`src/rtl/intx_pkg.sv`:
```
// Package: shared constants and the mode type of the INTx pulse aggregator.
// Assumes byte offsets fit the 12-bit register address.
package intx_pkg;
    localparam int NUM_SRC = 4;
    localparam int ADDR_W  = 12;

    localparam logic [11:0] OFS_EOI    = 12'h010;
    localparam logic [11:0] OFS_ENABLE = 12'h100;
    localparam logic [11:0] OFS_STATUS = 12'h500;
    localparam logic [11:0] OFS_CLEAR  = 12'h700;

    typedef enum logic {
        AGG_EDGE_ONLY = 1'b0,
        AGG_LEVEL_EOI = 1'b1
    } agg_mode_e;
endpackage

```
`src/rtl/intx_edge_detect.sv`:
```
// Module: per-source rising/falling edge detector.
// Assumes the levels are already synchronous to clk; the history resets low,
// so a source high at reset release is seen as a rising edge.
module intx_edge_detect #(
    parameter int N = 4
) (
    input  logic         clk,
    input  logic         rst_n,
    input  logic [N-1:0] lvl,
    output logic [N-1:0] rise,
    output logic [N-1:0] fall
);
    logic [N-1:0] lvl_d;

    // Hold last sampled level of each source.
    always_ff @(posedge clk) begin
        if (!rst_n) lvl_d <= '0;
        else        lvl_d <= lvl;
    end

    for (genvar i = 0; i < N; i++) begin : g_src
        assign rise[i] = lvl[i] & ~lvl_d[i];
        assign fall[i] = ~lvl[i] & lvl_d[i];
    end
endmodule

```
`src/rtl/intx_regs.sv`:
```
// Module: register file with enable, sticky pending, write-one-to-clear
// and an end-of-interrupt strobe. Assumes one write per cycle; read data
// is combinational from addr.
module intx_regs #(
    parameter int N  = 4,
    parameter int AW = 12
) (
    input  logic          clk,
    input  logic          rst_n,
    input  logic          wr_en,
    input  logic [AW-1:0] addr,
    input  logic [N-1:0]  wdata,
    input  logic [N-1:0]  rise,
    output logic [N-1:0]  rdata,
    output logic [N-1:0]  en_q,
    output logic [N-1:0]  stat_q,
    output logic          eoi_wr
);
    localparam logic [AW-1:0] A_EOI = AW'(intx_pkg::OFS_EOI);
    localparam logic [AW-1:0] A_ENA = AW'(intx_pkg::OFS_ENABLE);
    localparam logic [AW-1:0] A_STA = AW'(intx_pkg::OFS_STATUS);
    localparam logic [AW-1:0] A_CLR = AW'(intx_pkg::OFS_CLEAR);

    logic         wr_ena;
    logic         wr_clr;
    logic [N-1:0] clr_vec;

    assign wr_ena  = wr_en && (addr == A_ENA);
    assign wr_clr  = wr_en && (addr == A_CLR);
    assign eoi_wr  = wr_en && (addr == A_EOI);
    assign clr_vec = wr_clr ? wdata : '0;

    // Enable register: plain read/write.
    always_ff @(posedge clk) begin
        if (!rst_n)      en_q <= '0;
        else if (wr_ena) en_q <= wdata;
    end

    // Pending register: set by rising edge, cleared by write-one, set wins.
    always_ff @(posedge clk) begin
        if (!rst_n) stat_q <= '0;
        else        stat_q <= (stat_q & ~clr_vec) | rise;
    end

    // Read mux: enable and pending readable, all else zero.
    always_comb begin
        if (addr == A_ENA)      rdata = en_q;
        else if (addr == A_STA) rdata = stat_q;
        else                    rdata = '0;
    end
endmodule

```
`src/rtl/intx_pulse_gen.sv`:
```
// Module: forms the single one-cycle output pulse from masked events.
// Assumes the mode is quasi-static; all triggers in one cycle merge.
module intx_pulse_gen #(
    parameter int N = 4
) (
    input  logic                clk,
    input  logic                rst_n,
    input  intx_pkg::agg_mode_e mode,
    input  logic [N-1:0]        rise,
    input  logic [N-1:0]        fall,
    input  logic [N-1:0]        lvl,
    input  logic [N-1:0]        en,
    input  logic                eoi_wr,
    output logic                pulse_q
);
    logic assert_hit;
    logic deassert_hit;
    logic retrigger;
    logic fire;

    assign assert_hit   = |(rise & en);
    assign deassert_hit = |(fall & en);
    assign retrigger    = eoi_wr && |(lvl & en);

    // Select the second trigger source by mode.
    always_comb begin
        if (mode == intx_pkg::AGG_LEVEL_EOI) fire = assert_hit | retrigger;
        else                                 fire = assert_hit | deassert_hit;
    end

    // Register the merged trigger as a one-cycle pulse.
    always_ff @(posedge clk) begin
        if (!rst_n) pulse_q <= 1'b0;
        else        pulse_q <= fire;
    end
endmodule

```
`src/rtl/intx_pulse_agg.sv`:
```
// Module: top of the legacy INTx level-to-pulse aggregator.
// Assumes irq_lvl is synchronous to clk and eoi_mode_en is quasi-static.
module intx_pulse_agg #(
    parameter int N  = intx_pkg::NUM_SRC,
    parameter int AW = intx_pkg::ADDR_W
) (
    input  logic          clk,
    input  logic          rst_n,
    input  logic          eoi_mode_en,
    input  logic [N-1:0]  irq_lvl,
    input  logic          wr_en,
    input  logic [AW-1:0] addr,
    input  logic [N-1:0]  wdata,
    output logic [N-1:0]  rdata,
    output logic          irq_pulse
);
    logic [N-1:0]        rise_w;
    logic [N-1:0]        fall_w;
    logic [N-1:0]        en_w;
    logic [N-1:0]        stat_w;
    logic                eoi_w;
    intx_pkg::agg_mode_e mode_w;

    assign mode_w = intx_pkg::agg_mode_e'(eoi_mode_en);

    intx_edge_detect #(.N(N)) u_edge (
        .clk(clk), .rst_n(rst_n), .lvl(irq_lvl), .rise(rise_w), .fall(fall_w)
    );

    intx_regs #(.N(N), .AW(AW)) u_regs (
        .clk(clk), .rst_n(rst_n), .wr_en(wr_en), .addr(addr), .wdata(wdata),
        .rise(rise_w), .rdata(rdata), .en_q(en_w), .stat_q(stat_w), .eoi_wr(eoi_w)
    );

    intx_pulse_gen #(.N(N)) u_pulse (
        .clk(clk), .rst_n(rst_n), .mode(mode_w), .rise(rise_w), .fall(fall_w),
        .lvl(irq_lvl), .en(en_w), .eoi_wr(eoi_w), .pulse_q(irq_pulse)
    );
endmodule

```
`config.mk`:
```
export PLATFORM = sky130hd
export DESIGN_NAME = intx_pulse_agg
export DESIGN_NICKNAME = d
export VERILOG_FILES = /design/src/rtl/intx_pkg.sv /design/src/rtl/intx_edge_detect.sv /design/src/rtl/intx_regs.sv /design/src/rtl/intx_pulse_gen.sv /design/src/rtl/intx_pulse_agg.sv
export SDC_FILE = /design/constraint.sdc
export NUM_CORES = 1
export LEC_CHECK = 0
export BUFFER_PORTS_ARGS = -buffer_cell sky130_fd_sc_hd__buf_2
export CORE_AREA = 8 8 48 50
export CTS_CLUSTER_SIZE = 20
export DETAILED_ROUTE_END_ITERATION = 10
export DIE_AREA = 0 0 56 58
export GPL_TIMING_DRIVEN = 0
export PLACE_DENSITY = 0.78
export REMOVE_ABC_BUFFERS = 1
export SLEW_MARGIN = 40
export SYNTH_ARGS = -nofsm -noshare
export SYNTH_HDL_FRONTEND = slang
export SYNTH_SLANG_ARGS = --single-unit
```
`constraint.sdc`:
```
create_clock -name clk -period 2.9 [get_ports clk]
set_input_delay 0.29 -clock clk [delete_from_list [all_inputs] [get_ports clk]]
set_output_delay 0.29 -clock clk [all_outputs]
set_load 0.02 [all_outputs]
```
==> results of run 1 <==
## critical path, stage by stage
cell and delay, ps:
buf_2 90, or4_4 550, nor3_4 330, nand2_1 190, nor2_1 130, buf_2 170
## flip-flops by register name, indices dropped and copies added, names as in the netlist
name,flops
u_pulse.pulse_q,1
u_regs.stat_q,4
u_regs.en_q,4
u_edge.lvl_d,4
## final cells by class
| class | instances | area [sq um] | area share [%] |
|---|---|---|---|
| Inverter | 1 | 3.75 | 0.410 |
| Clock buffer | 4 | 26.3 | 2.87 |
| Sequential cell | 13 | 260 | 28.5 |
| Multi-Input combinational cell | 68 | 463 | 50.6 |
| Timing Repair Buffer | 28 | 140 | 15.3 |
| Tap cell | 17 | 21.3 | 2.33 |
## how the worst max path moves through the flow
| stage | to | start | depth (start not counted) | slack, ps |
|---|---|---|---|---|
| 2_1_floorplan | rdata[0] | addr[3] | 4 | 1040 |
| 3_3_place_gp | rdata[1] | addr[3] | 6 | 860 |
| 3_5_place_dp | rdata[1] | addr[3] | 6 | 840 |
| 4_1_cts | rdata[1] | addr[3] | 6 | 840 |
| 5_1_grt | rdata[1] | addr[3] | 6 | 750 |
| 6_report | rdata[0] | addr[3] | 6 | 860 |
## routing by layer
metal,wire length [um],track usage (%)
met5,0,0
met1,869,13.0
met2,836,19.0
met3,203,4.59
met4,18,4.12
## metrics by stage
step	power (mW)	utilization [%]	area, sq um	std cells
6_report	0.347	56.7	915	131
3_5_place_dp	0.241	55.0	888	127
4_1_cts	0.349	56.7	915	131
5_1_grt	0.360	56.7	915	131
2_1_floorplan	0.213	-	727	82
3_3_place_gp	0.239	55.0	888	127
## kinds of logic after synthesis
| kind of cell | share of synthesized area (%) |
|---|---|
| simple gates | 35.4 |
| mux | 5.48 |
| buf+inv | 1.03 |
| flops | 35.6 |
| compound gates | 22.4 |
## placed cells by master, fill, tap and decap left out, drive strengths merged, types with 4 or more instances in the layout
cell / netlist / routed
nand3: 5 / 5
clkbuf: 1 / 4
a21oi: 8 / 8
a21bo: 4 / 4
o21ai: 5 / 5
nor2b: 9 / 9
and2: 4 / 4
nand2: 6 / 6
mux2i: 4 / 4
buf: 0 / 28
nor2: 5 / 5
dfxtp: 13 / 13
nand3b: 4 / 4
## power groups by stage
stage	clock (mW)	combinational (mW)	sequential, mW
after floorplan	0	0.0202	0.193
after global placement	0	0.0453	0.194
after detailed placement	0	0.0474	0.194
after CTS	0.112	0.0476	0.190
after global routing	0.118	0.0519	0.191
final	0.110	0.0472	0.190
==> flow_summary_export.csv, run 1 <==
group,metric,value,unit
timing,final_max_slew_viol_count,0,
clock_network,postCtsSetupBuffers,0,
global_routing,grt_pass1_vias,743,
logic_synthesis,yosys_most_used_dff,"dfxtp_1",
timing,setup-violations-final,0,
layout,fin_nets,139,
logic_synthesis,ys_top_cells_by_area,"dfxtp_1 36%, nor2b_1 7.7%, a21bo_2 5.5%, a21oi_1 5.5%, mux2i_1 5.5%",
clock_network,clkLatencyLatePin,270,ps
drt,via_per_inst,5.69,
placement,place_congestion,0.812,
setup_path,start_kind,"input port",
timing,worst_slew_pin_slew,483,ps
setup_path,worstReg2RegEnd,"u_pulse.pulse_q$_SDFF_PN0_",
timing,hold_violations,0,
logic_synthesis,yosys.area.top_type,"dfxtp_1",
setup_path,critPathRequiredTime,2610,ps
setup_path,r2r-start,"u_regs.en_q[2]$_SDFFE_PN0P_",
timing,fin_ws,855,ps
placement,io_buffers,28,
logic_synthesis,syn_avg_cell_area,8.80,sq um
power_and_ir_drop,switchingPower,84.3,uW
power_and_ir_drop,p_leak,0.377,nW
timing,fin_skew,7.11,ps
status,status,"finished, final reports clean",
layout,drive_above_1_share,35.1,%
drt,drt-initial-drc-count,19,
logic_synthesis,ys_ff_latch,13,
clock_network,tritoncts,"yes",
layout,area_growth_syn_to_layout,25.2,%
power_and_ir_drop,clockPowerShare,31.7,%
floorplan,die_h,58,um
setup_path,endpoint_kind,"output pin",
drt,drt_wl_total,1930,um
power_and_ir_drop,combPwrFrac,13.6,%
drt,wl_per_cell,14.7,um
power_and_ir_drop,power_frac_seq,54.7,%
drt,drc,0,
floorplan,dieArea,3250,sq um
worst_hold_path,hold_path.startpoint,"wdata[0]",
layout,fill_cells,158,
placement,post-place-ws,839,ps
drt,vias,746,
timing,finalCritPeriodShare,70.5,%
drt,dr.pass1.iters,5,
placement,dpl.hpwl,1550,um
clock_network,cts.path.max_buffers,2,
timing,max_freq,489,MHz
logic_synthesis,synth_common_cells,"13 x dfxtp_1, 9 x nor2b_1, 8 x a21oi_1, 6 x nand2_1",
global_routing,grt_pass1_wl,3080,um
global_routing,grt_max_degree,11,
setup_path,worst_r2r_path_depth,4,
logic_synthesis,synthCells,83,
timing,period_minus_slack,2040,ps
logic_synthesis,yosysWarningCount,0,
power_and_ir_drop,intPower,263,uW
setup_path,worst-r2r-setup-slack,1650,ps
worst_hold_path,min_to,"u_regs.en_q[0]$_SDFFE_PN0P_",
timing,rsz0062_at_grt,"no",
clock_network,clk_pin_slew_worst_paths,80,ps
clock_network,htreeDepth,1,
drt,ant_nets,0,
timing,slew-limit-headroom,67.5,%
worst_hold_path,hold_class,"input port to register",
timing,final.setup.tns,0,ps
clock_network,clkSinkCount,13,
floorplan,core-area,1610,sq um
power_and_ir_drop,p_sw_share,24.3,%
clock_network,cts_buffers,3,
global_routing,grt_usage,11.5,%
setup_path,worstPathArrival,1750,ps
timing,hold-worst-slack,276,ps
power_and_ir_drop,ir_drop,184,uV
run,cap_violations,0,
setup_path,cp_max_fo,10,
floorplan,ioPinCount,29,
floorplan,num_rows,15,
clock_network,ctsResizeCount,0,
clock_network,ctsHoldBuffers,0,
logic_synthesis,synth_top_cell_area_share,35.6,%
logic_synthesis,synthDistinctLibCells,25,
clock_network,cts_root_buf,"clkbuf_4",
logic_synthesis,ys_seq_area_share,35.6,%
logic_synthesis,synth_edf_count,0,
logic_synthesis,netlist_area,731,sq um
layout,n_antenna_cell,0,
setup_path,crit_type,"input port to output pin",
floorplan,initial_utilization,45.3,%
power_and_ir_drop,pwr_density_cell,379,nW/um^2
global_routing,antenna_found_initial,0,
worst_hold_path,min_path_cells,3,
logic_synthesis,yosys.cell_count.top_type,"dfxtp_1",
global_routing,grt_overflow,0,
floorplan,dieWidth,56,um
logic_synthesis,async_flop_share,0,%
(Power assumes the default switching activity.)
==> inputs of run 2 (changes only) <==
--- a/config.mk
+++ b/config.mk
@@ -5,13 +5,14 @@
 export SDC_FILE = /design/constraint.sdc
 export NUM_CORES = 1
 export LEC_CHECK = 0
+export ABC_AREA = 1
 export BUFFER_PORTS_ARGS = -buffer_cell sky130_fd_sc_hd__buf_2
-export CORE_AREA = 8 8 48 50
+export CORE_AREA = 8 8 52 54
 export CTS_CLUSTER_SIZE = 20
 export DETAILED_ROUTE_END_ITERATION = 10
-export DIE_AREA = 0 0 56 58
+export DIE_AREA = 0 0 60 62
 export GPL_TIMING_DRIVEN = 0
-export PLACE_DENSITY = 0.78
+export PLACE_DENSITY = 0.71
 export REMOVE_ABC_BUFFERS = 1
 export SLEW_MARGIN = 40
 export SYNTH_ARGS = -nofsm -noshare
==> constraint.sdc (replaced) <==
create_clock -name clk -period 1.7 [get_ports clk]
set_input_delay 0.17 -clock clk [delete_from_list [all_inputs] [get_ports clk]]
set_output_delay 0.17 -clock clk [all_outputs]
set_load 0.02 [all_outputs]
==> flow_summary_export.csv, run 2 <==
group,metric,value,unit
status,status,"finished, final reports clean",
setup_path,endpoint_kind,"output pin",
logic_synthesis,yosysWarningCount,0,
setup_path,crit_chain,"buf_2 -> nor2_2 -> nand2_2 -> nor2_8 -> nand2_1 -> o21ai_1 -> buf_2",
logic_synthesis,synth_edf_count,0,
global_routing,grt_overflow,0,
timing,setup-violations-final,0,
floorplan,num_rows,16,
drt,dr.pass1.iters,4,
placement,dpl.hpwl,1580,um
timing,rsz0062_at_grt,"no",
layout,layout_common_cells,"35 x nand2_1, 28 x buf_2, 23 x inv_1, 18 x nor2_1, 14 x nand3_1",
timing,max_freq,743,MHz
timing,worst_slew_pin_slew,306,ps
power_and_ir_drop,power_frac_seq,54.2,%
power_and_ir_drop,ir_drop,357,uV
power_and_ir_drop,p_sw_share,26.1,%
clock_network,ctsResizeCount,0,
logic_synthesis,netlist_area,774,sq um
setup_path,start_kind,"input port",
timing,final_max_slew_viol_count,0,
drt,drc,0,
floorplan,die_h,62,um
drt,drt-initial-drc-count,19,
clock_network,cts_buffers,3,
global_routing,grt_usage,11.5,%
clock_network,cts_root_buf,"clkbuf_4",
floorplan,ioPinCount,29,
power_and_ir_drop,switchingPower,156,uW
logic_synthesis,syn_avg_cell_area,6.20,sq um
power_and_ir_drop,p_leak,0.560,nW
setup_path,path_buf_inv,2,
timing,hold-worst-slack,121,ps
logic_synthesis,synth_top_cell_area_share,33.6,%
clock_network,clkSinkCount,13,
power_and_ir_drop,combPwrFrac,12.8,%
layout,fin_nets,181,
layout,drive_above_1_share,25.0,%
clock_network,postCtsSetupBuffers,0,
setup_path,cp_max_fo,9,
logic_synthesis,async_flop_share,0,%
placement,place_congestion,0.739,
layout,reg_top3,"u_edge.lvl_d: 4 flops, u_regs.en_q: 4 flops, u_regs.stat_q: 4 flops",
global_routing,antenna_found_initial,0,
layout,n_antenna_cell,0,
placement,io_buffers,28,
power_and_ir_drop,pwr_density_cell,618,nW/um^2
layout,final_common_cell,"nand2_1",
run,cap_violations,0,
setup_path,crit_family,"simple AND/OR/NAND/NOR gates",
logic_synthesis,ys_ff_latch,13,
drt,via_per_inst,4.64,
layout,area_growth_syn_to_layout,25.2,%
setup_path,worstPathArrival,1180,ps
drt,vias,850,
floorplan,dieWidth,60,um
setup_path,critPathRequiredTime,1530,ps
logic_synthesis,synth_common_cells,"35 x nand2_1, 23 x inv_1, 18 x nor2_1, 14 x nand3_1, 13 x dfxtp_1",
worst_hold_path,hold_class,"input port to register",
logic_synthesis,yosys.cell_count.top_type,"nand2_1",
global_routing,grt_pass1_vias,802,
clock_network,ctsHoldBuffers,0,
drt,wl_per_cell,10.6,um
global_routing,grt_max_degree,13,
floorplan,initial_utilization,40.7,%
setup_path,cpMostUsedCell,"buf_2",
placement,post-place-ws,344,ps
drt,ant_nets,0,
setup_path,critPathMaxStageDelay,190,ps
clock_network,cts.path.max_buffers,2,
logic_synthesis,synthDistinctLibCells,18,
layout,fill_cells,207,
clock_network,htreeDepth,1,
timing,slew-limit-headroom,79.6,%
logic_synthesis,yosys.area.top_type,"dfxtp_1",
floorplan,dieArea,3720,sq um
timing,finalCritPeriodShare,79.1,%
logic_synthesis,ys_seq_area_share,33.6,%
clock_network,tritoncts,"yes",
timing,final.setup.tns,0,ps
setup_path,cp_slowest_cell,"nor2_8",
timing,period_minus_slack,1350,ps
drt,drt_wl_total,1930,um
setup_path,crit_type,"input port to output pin",
timing,fin_skew,2.90,ps
power_and_ir_drop,intPower,443,uW
timing,hold_violations,0,
global_routing,grt_pass1_wl,3190,um
timing,fin_ws,355,ps
clock_network,clk_pin_slew_worst_paths,80,ps
logic_synthesis,ys_top_cells_by_area,"dfxtp_1 34%, nand2_1 17%, inv_1 11%, nand3_1 9.0%, nor2_1 8.7%",
floorplan,core-area,1900,sq um
clock_network,clkLatencyLatePin,280,ps
power_and_ir_drop,clockPowerShare,33.0,%
logic_synthesis,synthCells,125,
logic_synthesis,yosys_most_used_dff,"dfxtp_1",
-- run 2: cell count changes after synthesis, moves of 6 or more --
cell | before | now
nor2b_1 | 9 | 0
nand3_1 | 5 | 14
a21oi_1 | 8 | 2
inv_1 | 1 | 23
nand2_1 | 6 | 35
nor2_1 | 5 | 18
-- run 2: through the flow --
stage	power (mW)	cell area, sq um	util [%]	cells
3_3_place_gp	0.406	943	49.6	179
6_report	0.599	970	51.0	183
5_1_grt	0.627	970	51.0	183
4_1_cts	0.606	970	51.0	183
2_1_floorplan	0.364	769	-	124
3_5_place_dp	0.409	943	49.6	179
-- run 2: final timing paths --
kind / slack [ps] / startpoint / cells past startpoint / endpoint
hold / removal: 120 / irq_lvl[3] / 3 / u_edge.lvl_d[3]$_SDFF_PN0_
setup / recovery: 350 / addr[1] / 7 / rdata[1]
setup reg to reg: 770 / u_regs.en_q[0]$_SDFFE_PN0P_ / 8 / u_pulse.pulse_q$_SDFF_PN0_
hold reg to reg: 460 / u_regs.stat_q[0]$_SDFF_PN0_ / 2 / u_regs.stat_q[0]$_SDFF_PN0_
-- run 2: layer usage --
layer | GRT usage (%) | vias up | routed length (um)
li1 | - | 443 | -
met3 | 4.12 | 5 | 206
met1 | 12.9 | 366 | 891
met4 | 7.82 | 0 | 46
met5 | 0 | - | 0
met2 | 18.0 | 36 | 787
-- run 2: power by group through the flow --
stage / Clock (mW) / Sequential, mW / Combinational [mW]
final: 0.198 / 0.325 / 0.0770
after global routing: 0.214 / 0.327 / 0.0865
after CTS: 0.204 / 0.325 / 0.0779
after detailed placement: 0 / 0.332 / 0.0772
after floorplan: 0 / 0.330 / 0.0337
after global placement: 0 / 0.331 / 0.0748
-- run 2: kinds of logic (layout without fill, tap and decap cells) --
kind of cell | Yosys count | in the layout | synth area share, %
buffers and inverters | 24 | 55 | 11.8
AO/OA/AOI/OAI | 11 | 11 | 7.75
AND/OR/NAND/NOR | 77 | 77 | 46.9
flip-flops | 13 | 13 | 33.6
-- run 2: area by class of cell --
class | instances | area (sq um) | share of cell area [%]
inverter | 23 | 86.3 | 8.90
timing repair buffer | 28 | 140 | 14.5
clock buffer | 4 | 26.3 | 2.71
multi-input combinational | 88 | 423 | 43.6
sequential | 13 | 260 | 26.8
tap | 27 | 33.8 | 3.48
-- run 2: tightest hold or removal path: cells and delay by family --
family	cells	cell delay, ps
and+or+nand+nor	1	60
buffers and inverters	2	140
